$ cat config.mk
export PLATFORM = sky130hd
export DESIGN_NAME = intr_accept_unit
export DESIGN_NICKNAME = d
export VERILOG_FILES = /design/src/rtl/intr_pkg.sv /design/src/rtl/intr_nmi_track.sv /design/src/rtl/intr_if_flag.sv /design/src/rtl/intr_arbiter.sv /design/src/rtl/intr_accept_unit.sv
export SDC_FILE = /design/constraint.sdc
export NUM_CORES = 1
export LEC_CHECK = 0
export ABC_AREA = 1
export BUFFER_PORTS_ARGS = -buffer_cell sky130_fd_sc_hd__buf_2
export CELL_PAD_IN_SITES_DETAIL_PLACEMENT = 0
export CELL_PAD_IN_SITES_GLOBAL_PLACEMENT = 1
export CORE_UTILIZATION = 26
export DETAILED_ROUTE_END_ITERATION = 7
export PLACE_DENSITY = 0.88
export SLEW_MARGIN = 20
export SYNTH_ARGS = -nofsm -noshare
export SYNTH_HDL_FRONTEND = slang
export SYNTH_HIERARCHICAL = 1
export SYNTH_SLANG_ARGS = --single-unit
$ cat constraint.sdc
create_clock -name clk -period 1.1 [get_ports clk]
set_clock_uncertainty 0.15 [all_clocks]
set_input_delay 0.22 -clock clk [delete_from_list [all_inputs] [get_ports clk]]
set_output_delay 0.22 -clock clk [all_outputs]
set_load 0.005 [all_outputs]
$ cat src/rtl/intr_pkg.sv
package intr_pkg;
  localparam int unsigned NMI_VECTOR_DEF = 2;
  localparam int unsigned NMI_MODE_DEF   = 4;

  typedef enum logic [1:0] {
    SEL_NONE = 2'd0,
    SEL_NMI  = 2'd1,
    SEL_MASK = 2'd2
  } sel_e;
endpackage

$ cat src/rtl/intr_nmi_track.sv
module intr_nmi_track #(
  parameter int unsigned SYNC_STAGES = 2,
  parameter int unsigned MODE_W      = 3,
  parameter logic [MODE_W-1:0] NMI_MODE = 3'b100
) (
  input  logic              clk,
  input  logic              rst_n,
  input  logic              nmi_pin,
  input  logic              bus_valid,
  input  logic [MODE_W-1:0] bus_mode,
  input  logic              nmi_accept,
  input  logic              nmi_done,
  output logic              nmi_pending,
  output logic              nmi_blocked
);
  logic [SYNC_STAGES:0] chain_q;
  logic pin_rise, bus_hit, set_pend;

  always_ff @(posedge clk) begin
    if (!rst_n) chain_q <= '0;
    else        chain_q <= {chain_q[SYNC_STAGES-1:0], nmi_pin};
  end

  assign pin_rise = chain_q[SYNC_STAGES-1] & ~chain_q[SYNC_STAGES];
  assign bus_hit  = bus_valid && (bus_mode == NMI_MODE);
  assign set_pend = pin_rise | bus_hit;

  always_ff @(posedge clk) begin
    if (!rst_n) begin
      nmi_pending <= 1'b0;
      nmi_blocked <= 1'b0;
    end else begin
      if (set_pend)        nmi_pending <= 1'b1;
      else if (nmi_accept) nmi_pending <= 1'b0;
      if (nmi_accept)      nmi_blocked <= 1'b1;
      else if (nmi_done)   nmi_blocked <= 1'b0;
    end
  end

  // a request held during blocking is not lost
  p_pend_hold_r7: assert property (@(posedge clk) disable iff (!rst_n)
    nmi_pending && nmi_blocked |=> nmi_pending);
endmodule

$ cat src/rtl/intr_if_flag.sv
module intr_if_flag (
  input  logic clk,
  input  logic rst_n,
  input  logic if_set,
  input  logic if_clr,
  output logic if_flag
);
  always_ff @(posedge clk) begin
    if (!rst_n)      if_flag <= 1'b0;
    else if (if_clr) if_flag <= 1'b0;
    else if (if_set) if_flag <= 1'b1;
  end

  // clear wins over set
  p_clr_wins_r3: assert property (@(posedge clk) disable iff (!rst_n)
    if_clr |=> !if_flag);
endmodule

$ cat src/rtl/intr_arbiter.sv
module intr_arbiter
  import intr_pkg::*;
#(
  parameter int unsigned ADDR_W = 32,
  parameter int unsigned VEC_W  = 8,
  parameter int unsigned NMI_VECTOR = NMI_VECTOR_DEF
) (
  input  logic              clk,
  input  logic              rst_n,
  input  logic              ret_valid,
  input  logic              ret_boundary,
  input  logic              ret_rep,
  input  logic [ADDR_W-1:0] ret_ip,
  input  logic [ADDR_W-1:0] ret_next_ip,
  input  logic              nmi_pending,
  input  logic              nmi_blocked,
  input  logic              if_flag,
  input  logic              irq_valid,
  input  logic [VEC_W-1:0]  irq_vector,
  output logic              nmi_accept,
  output logic              irq_ready,
  output logic              take,
  output logic [VEC_W-1:0]  take_vector,
  output logic [ADDR_W-1:0] take_ret_ip
);
  sel_e sel;
  logic at_boundary;

  assign at_boundary = ret_valid && ret_boundary;

  always_comb begin
    sel = SEL_NONE;
    if (at_boundary && !nmi_blocked) begin
      if (nmi_pending)                sel = SEL_NMI;
      else if (irq_valid && if_flag)  sel = SEL_MASK;
    end
  end

  assign nmi_accept = (sel == SEL_NMI);
  assign irq_ready  = (sel == SEL_MASK);

  always_ff @(posedge clk) begin
    if (!rst_n) begin
      take        <= 1'b0;
      take_vector <= '0;
      take_ret_ip <= '0;
    end else begin
      take <= (sel != SEL_NONE);
      if (sel != SEL_NONE) begin
        take_vector <= (sel == SEL_NMI) ? VEC_W'(NMI_VECTOR) : irq_vector;
        take_ret_ip <= ret_rep ? ret_ip : ret_next_ip;
      end
    end
  end

  // a take follows a boundary retirement
  p_only_boundary_r5: assert property (@(posedge clk) disable iff (!rst_n)
    take |-> $past(ret_valid && ret_boundary));
  // repeat iteration resumes at the same instruction
  p_rep_resume_r6: assert property (@(posedge clk) disable iff (!rst_n)
    take && $past(ret_rep) |-> take_ret_ip == $past(ret_ip));
endmodule

$ cat src/rtl/intr_accept_unit.sv
module intr_accept_unit
  import intr_pkg::*;
#(
  parameter int unsigned ADDR_W      = 32,
  parameter int unsigned VEC_W       = 8,
  parameter int unsigned MODE_W      = 3,
  parameter int unsigned SYNC_STAGES = 2,
  parameter int unsigned NMI_VECTOR  = NMI_VECTOR_DEF,
  parameter int unsigned NMI_MODE    = NMI_MODE_DEF
) (
  input  logic              clk,
  input  logic              rst_n,
  input  logic              irq_valid,
  input  logic [VEC_W-1:0]  irq_vector,
  output logic              irq_ready,
  input  logic              nmi_pin,
  input  logic              bus_msg_valid,
  input  logic [MODE_W-1:0] bus_msg_mode,
  input  logic              if_set,
  input  logic              if_clr,
  input  logic              ret_valid,
  input  logic              ret_boundary,
  input  logic              ret_rep,
  input  logic [ADDR_W-1:0] ret_ip,
  input  logic [ADDR_W-1:0] ret_next_ip,
  input  logic              nmi_done,
  output logic              take,
  output logic [VEC_W-1:0]  take_vector,
  output logic [ADDR_W-1:0] take_ret_ip,
  output logic              if_flag,
  output logic              nmi_blocked
);
  localparam logic [MODE_W-1:0] NMI_MODE_L = MODE_W'(NMI_MODE);

  logic nmi_pending, nmi_accept;

  intr_nmi_track #(
    .SYNC_STAGES(SYNC_STAGES), .MODE_W(MODE_W), .NMI_MODE(NMI_MODE_L)
  ) u_nmi (
    .clk(clk), .rst_n(rst_n), .nmi_pin(nmi_pin),
    .bus_valid(bus_msg_valid), .bus_mode(bus_msg_mode),
    .nmi_accept(nmi_accept), .nmi_done(nmi_done),
    .nmi_pending(nmi_pending), .nmi_blocked(nmi_blocked)
  );

  intr_if_flag u_if (
    .clk(clk), .rst_n(rst_n), .if_set(if_set), .if_clr(if_clr), .if_flag(if_flag)
  );

  intr_arbiter #(
    .ADDR_W(ADDR_W), .VEC_W(VEC_W), .NMI_VECTOR(NMI_VECTOR)
  ) u_arb (
    .clk(clk), .rst_n(rst_n),
    .ret_valid(ret_valid), .ret_boundary(ret_boundary), .ret_rep(ret_rep),
    .ret_ip(ret_ip), .ret_next_ip(ret_next_ip),
    .nmi_pending(nmi_pending), .nmi_blocked(nmi_blocked), .if_flag(if_flag),
    .irq_valid(irq_valid), .irq_vector(irq_vector),
    .nmi_accept(nmi_accept), .irq_ready(irq_ready),
    .take(take), .take_vector(take_vector), .take_ret_ip(take_ret_ip)
  );

  // entering the blocked state coincides with an NMI vector take
  p_nmi_vec_r2: assert property (@(posedge clk) disable iff (!rst_n)
    $rose(nmi_blocked) |-> take && take_vector == VEC_W'(NMI_VECTOR));
  // nothing accepted while blocked
  p_block_all_r4: assert property (@(posedge clk) disable iff (!rst_n)
    nmi_blocked |-> !irq_ready && !nmi_accept);
  // handler return ends blocking next cycle
  p_unblock_r4: assert property (@(posedge clk) disable iff (!rst_n)
    nmi_done && nmi_blocked |=> !nmi_blocked);
  // maskable acceptance needs the enable flag
  p_mask_gate_r3: assert property (@(posedge clk) disable iff (!rst_n)
    irq_ready |-> if_flag && irq_valid);
endmodule

==> metrics, run 1 <==
total negative slack for setup checks=-11020 ps; Fmax achieved=706.6 MHz; run status=finished, violations left; Total Routing Usage GR=13.24%; Main synth FF type=dfxtp_1; Util after Layout=47.77%; Setup crit end kind=flop; endpoint required time on the critical path=1170 ps; most common cell after layout, fill and taps aside=buf_2; Synth top area share=42.90%; mapped cell area=2193 sq um; warning count from the yosys run=6; critical register-to-register path startpoint=u_nmi/nmi_blocked; synthesized area divided by synthesized cell count=6.770 sq um; Clk Latency, worst-skew pair=290 ps; global-route wire length before repair=9.349 mm; Power Dens Cells=953.0 nW/um^2; count of clock tree sinks=47; failing checks=negative setup slack; slew at the pin closest to its max-slew limit=221.0 ps; sequential area share after synthesis=42.90%; clock tree from TritonCTS=done; die outline area=8807 sq um; worst slack at placement=-183.9 ps; final net count=575; core region area=8175 sq um; Post-synth ARST share=0%; Row Count=33; class of the most critical hold timing path=input port to flop; antenna-violating nets left=0; fin crit share=128.6%; data arrival time at the worst-slack endpoint=1490 ps; maximum count of clock buffers along a single path=2; vertical die dimension=93.85 um; nets in the synthesized netlist=410; final routed wirelength across all metal layers=6.488 mm; crit-path leading delay family=buffers and inverters; normalized max-slew margin=85.11%; count of buffering cells on the critical path with inverters included=4; most used cell, CP=buf_12; final instance count without filler cells=595; Placed Instance Area=3050 sq um; number of CTS-inserted buffers=5; chip width=93.85 um; reported max-cap violation count=0; overall power consumption=3.721 mW; Cell Chain, Critical Path=buf_6 -> inv_4 -> nand3_4 -> a21oi_4 -> buf_12 -> buf_12 -> nand2_4 -> a21oi_2; critical path's slowest cell=dfxtp_4; CP max FO=7; count of pins over their slew limit=0; largest cells by area after synthesis=dfxtp_1 43%, nor2_1 12%, o21ai_0 10%; final critical-path setup slack=-315.1 ps; crit path launch type=flop; area grow syn2layout=78.04%; initial core utilization=26.83%; highest-count cells in the layout ignoring fill and taps=100 x buf_2, 54 x nand2_1, 49 x nor2_1, 44 x inv_1, 39 x dfxtp_2; proportion of layout cells with a drive suffix above 1=54.90%; post-CTS clock slew at the launch and capture registers of the worst setup and hold paths=80 ps; HPWL reported at the end of detailed placement=4.380 mm; antenna violations before repair=0; Residual DRC=0; maximum number of pins on one net before global-route repair=43; placer congestion estimate=0.7656; wire length per cell after detailed routing=10.90 um; Finished Cell Area=3905 sq um; timing startpoint of the critical path=u_nmi/nmi_blocked; Avg Vias per Cell=4.210; final-layout worst hold slack=20.35 ps; maximum cell stage delay along the critical path=370 ps; setup repair after global routing missed its margin=yes; number of inserted diodes=0; number of storage elements in the synthesis netlist=47; via count of the first global-routing pass=2262; gate count after technology mapping=324; Final setup viols=69; Yosys top cell by area=dfxtp_1; htree depth=2; startpoint of the lowest-slack hold path=irq_vector[3]; leak pwr=1.985 nW; Worst Path Class, Setup=flop to flop; total overflow reported by the global router=0; Starting DRT DRC Count=37; quantity of I/O buffers inserted on ports=129; number of top-level design ports=130; count of unique library cells instantiated by Yosys=22; CTS Root Cell=clkbuf_8; final hold viol count=0; largest vdd supply drop=0.4286 mV; dpl cells=555; TritonRoute pass-1 iters=4; vias post-DR=2505; fillers=834; post-route minimum period=1415 ps; count of flip-flops with a built-in enable after synthesis=0
==> worst register-to-register path, delay by kind of cell, from the launching register on <==
| kind | cells | cell delay [ps] |
|---|---|---|
| buf+inv | 4 | 490 |
| compound gates | 2 | 240 |
| flops | 1 | 370 |
| simple gates | 2 | 110 |
==> final timing paths <==
| path | slack (ps) | cells past startpoint | endpoint |
|---|---|---|---|
| worst max-delay path | -320 | 8 | u_arb/take_vector[1] |
| worst min-delay path | 20 | 3 | u_arb/take_vector[3] |
| worst max register to register | -320 | 8 | u_arb/take_vector[1] |
| worst min register to register | 270 | 2 | u_nmi/chain_q[1] |
==> cell families after synthesis <==
| logic type | Yosys count | share of synthesized area (%) |
|---|---|---|
| AND/OR/NAND/NOR | 137 | 25.21 |
| AO/OA/AOI/OAI | 75 | 18.31 |
| buffers and inverters | 65 | 13.58 |
| flip-flops | 47 | 42.90 |
==> Yosys cell counts (3+ instances only) <==
| cell | n |
|---|---|
| a21oi_1 | 8 |
| clkbuf_1 | 5 |
| nand2_1 | 57 |
| buf_2 | 3 |
| nor2_1 | 70 |
| dfxtp_1 | 47 |
| o21ai_1 | 18 |
| buf_6 | 6 |
| nand2_2 | 5 |
| o21ai_0 | 46 |
| inv_2 | 3 |
| inv_1 | 46 |
==> repair_timing <==
item                                    CTS  global route
endpoints found under the setup margin   86            87
gates cloned                              0             4
hold endpoints to repair                  2             0
buffers inserted                         12            14
pin swaps                                 5            26
gates resized for setup                  66            64
hold buffers                              3             0
==> routing by layer <==
metal,vias to the layer above,part of all wire [%],GRT usage [%]
met1,1089,42,13.58
met4,0,1.3,3.846
met5,-,0,0
met2,88,50,25.67
met3,8,6.8,3.722
li1,1320,-,-
==> flip-flops by register name, summed over array words and instances, names as in the netlist <==
signal,count
u_arb/take_ret_ip,32
u_arb/take,1
u_if/if_flag,1
u_nmi/nmi_pending,1
u_nmi/nmi_blocked,1
u_nmi/chain_q,3
u_arb/take_vector,8
==> area by class of cell <==
class / count / area [sq um] / area share (%)
timing repair buffer: 174 / 1348 / 34.51
inverter: 49 / 188.9 / 4.838
multi-input combinational: 212 / 1132 / 29.00
sequential: 47 / 1005 / 25.73
tap: 105 / 131.4 / 3.364
clock buffer: 8 / 100.1 / 2.563
==> power by group <==
part           total, mW  internal [mW]  leakage [nW]  switching, mW
combinational      0.769          0.429          1.53          0.339
sequential          1.81           1.77         0.403         0.0461
clock               1.14          0.575        0.0515          0.566
(Power assumes the default switching activity.)
==> inputs of run 2 (changes only) <==
--- a/config.mk
+++ b/config.mk
@@ -10,6 +10,7 @@
 export CELL_PAD_IN_SITES_DETAIL_PLACEMENT = 0
 export CELL_PAD_IN_SITES_GLOBAL_PLACEMENT = 1
 export CORE_UTILIZATION = 26
+export CTS_BUF_LIST = sky130_fd_sc_hd__clkbuf_4 sky130_fd_sc_hd__clkbuf_8
 export DETAILED_ROUTE_END_ITERATION = 7
 export PLACE_DENSITY = 0.88
 export SLEW_MARGIN = 20
==> constraint.sdc (replaced) <==
create_clock -name clk -period 1.1 [get_ports clk]
set_clock_uncertainty 0.15 [all_clocks]
set_input_delay 0.22 -clock clk [delete_from_list [all_inputs] [get_ports clk]]
set_output_delay 0.22 -clock clk [all_outputs]
set_load 0.1 [all_outputs]
==> run 2 against run 1 <==
  * Worst setup slack got worse by 61 ps
  * Maximum frequency decreased by 4.1%
  * Clock power decreased by 9%
  * The flow still finishes with violations (negative setup slack)
  * Core utilization increased by 6.6 points
  * Largest cell class unchanged
  * Combinational power increased by 72%
  * Total power increased by 13%
  * Sequential power about the same
  * Count of clock-buffer cells in the layout decreased by 1
  * Global-route usage increased by 3.2 points
  * Worst hold slack got worse by 0.82 ps
==> metrics, run 2 (synthesis results as in run 1) <==
run status=finished, violations left; failing checks=negative setup slack; vertical die dimension=93.85 um; worst reg2reg path depth=9; most common cell after layout, fill and taps aside=buf_2; wire length per cell after detailed routing=11.56 um; capturing element of the worst setup path=irq_ready; Fmax achieved=677.4 MHz; maximum cell stage delay along the critical path=370 ps; core region area=8175 sq um; number of flip-flops under the largest register name=32; post-CTS clock slew at the launch and capture registers of the worst setup and hold paths=80 ps; Util after Layout=54.36%; most used cell, CP=nand2_4; initial core utilization=26.83%; number of inserted diodes=0; leak pwr=2.093 nW; final routed wirelength across all metal layers=6.853 mm; critical path's slowest cell=dfxtp_4; highest-count cells in the layout ignoring fill and taps=85 x buf_2, 65 x nor2_1, 53 x nand2_1, 52 x buf_12, 44 x inv_1; count of clock tree sinks=47; dpl cells=557; endpoint of the worst-slack reg-to-reg timing path=u_arb/take_vector[1]; critical register-to-register path startpoint=u_if/if_flag; count of pins over their slew limit=0; Power Dens Cells=944.3 nW/um^2; final critical-path setup slack=-376.2 ps; chip width=93.85 um; CP max FO=2; maximum count of clock buffers along a single path=2; Starting DRT DRC Count=47; number of CTS-inserted buffers=5; Worst Path Class, Setup=flop to output port; number of top-level design ports=130; maximum number of pins on one net before global-route repair=43; Avg Vias per Cell=4.243; timing startpoint of the critical path=u_if/if_flag; largest registers=u_arb/take_ret_ip (32), u_arb/take_vector (8), u_nmi/chain_q (3); antenna-violating nets left=0; crit-path leading delay family=flip-flops; largest vdd supply drop=0.4310 mV; CTS Root Cell=clkbuf_8; Residual DRC=0; fillers=762; Final setup viols=87; endpoint required time on the critical path=730 ps; Setup crit end kind=output port; data arrival time at the worst-slack endpoint=1110 ps; Placed Instance Area=3796 sq um; Total Routing Usage GR=16.40%; total overflow reported by the global router=0; crit path launch type=flop; proportion of layout cells with a drive suffix above 1=55.94%; setup repair after global routing missed its margin=yes; final net count=573; clock tree from TritonCTS=done; final instance count without filler cells=593; final hold viol count=0; die outline area=8807 sq um; class of the most critical hold timing path=input port to flop; Finished Cell Area=4444 sq um; htree depth=2; global-route wire length before repair=11.36 mm; post-route minimum period=1476 ps; fin crit share=134.2%; slack of the worst reg-to-reg path=-370 ps; TritonRoute pass-1 iters=4; final-layout worst hold slack=19.53 ps; Row Count=33; slew at the pin closest to its max-slew limit=357.4 ps; Levels on crit path=5; normalized max-slew margin=75.92%; quantity of I/O buffers inserted on ports=129; Cell Chain, Critical Path=nand2_4 -> nor2_4 -> nand2_4 -> inv_8 -> buf_12; register with the highest flop count=u_arb/take_ret_ip; reported max-cap violation count=0; HPWL reported at the end of detailed placement=4.675 mm; vias post-DR=2516; area grow syn2layout=102.6%; placer congestion estimate=0.6952; instance count along the most critical hold path=3; Clk Latency, worst-skew pair=290 ps; antenna violations before repair=0; count of buffering cells on the critical path with inverters included=2; worst slack at placement=-244.7 ps; via count of the first global-routing pass=2450
[run 2: cell count changes in the layout (fill, tap and decap cells not counted), sizes merged]
cell,before,now
clkbuf,11,8
clkinv,0,1
[run 2: power by group]
group          switching, mW  total, mW  internal (mW)
sequential            0.0661       1.83           1.77
combinational          0.755       1.32          0.567
clock                  0.547       1.04          0.496
total                   1.37       4.20           2.83
[run 2: layout make-up]
class | instances | area [sq um] | area share (%)
well taps | 105 | 131.4 | 2.956
repair buffers | 172 | 1899 | 42.74
flip-flops and latches | 47 | 1008 | 22.69
clock inverters | 1 | 5.005 | 0.1126
multi-input cells | 212 | 1120 | 25.20
inverters | 49 | 196.4 | 4.420
clock buffers | 7 | 83.83 | 1.886
[run 2: worst min path at each step]
stage,startpoint,endpoint,slack (ps)
CTS,irq_vector[0],u_arb/take_vector[0],6
detailed placement,u_nmi/chain_q[0],u_nmi/chain_q[1],250
floorplan,rst_n,u_nmi/chain_q[0],160
global placement,u_nmi/chain_q[0],u_nmi/chain_q[1],250
global route,irq_vector[0],u_arb/take_vector[0],0.05
finish,irq_vector[3],u_arb/take_vector[3],20
[run 2: per-layer routing]
| layer | global-route usage (%) | vias to the layer above | wire length (um) |
|---|---|---|---|
| li1 | - | 1320 | - |
| met1 | 19.17 | 1104 | 2912 |
| met2 | 30.11 | 84 | 3471 |
| met3 | 3.803 | 8 | 399 |
| met4 | 3.590 | 0 | 70 |
| met5 | 0 | - | 0 |
[run 2: metrics by stage]
stage,TNS (ps),power [mW]
6_report,-17660,4.197
3_5_place_dp,-7441,3.033
3_3_place_gp,-6625,3.017
2_1_floorplan,-11650,2.521
5_1_grt,-22630,4.429
4_1_cts,-18750,4.202
[run 2: worst min-delay path, stage by stage]
cell and delay [ps]:
buf_2 90, nand2_1 60, a21oi_1 50
[run 2: what timing repair did]
| action | CTS | global route |
|---|---|---|
| gates cloned | 5 | 1 |
| hold buffers | 3 | 0 |
| endpoints found under the hold margin | 2 | 0 |
| resized for setup | 36 | 37 |
| buffers inserted | 16 | 9 |
| pin swaps | 17 | 21 |
| endpoints found under the setup margin | 87 | 87 |
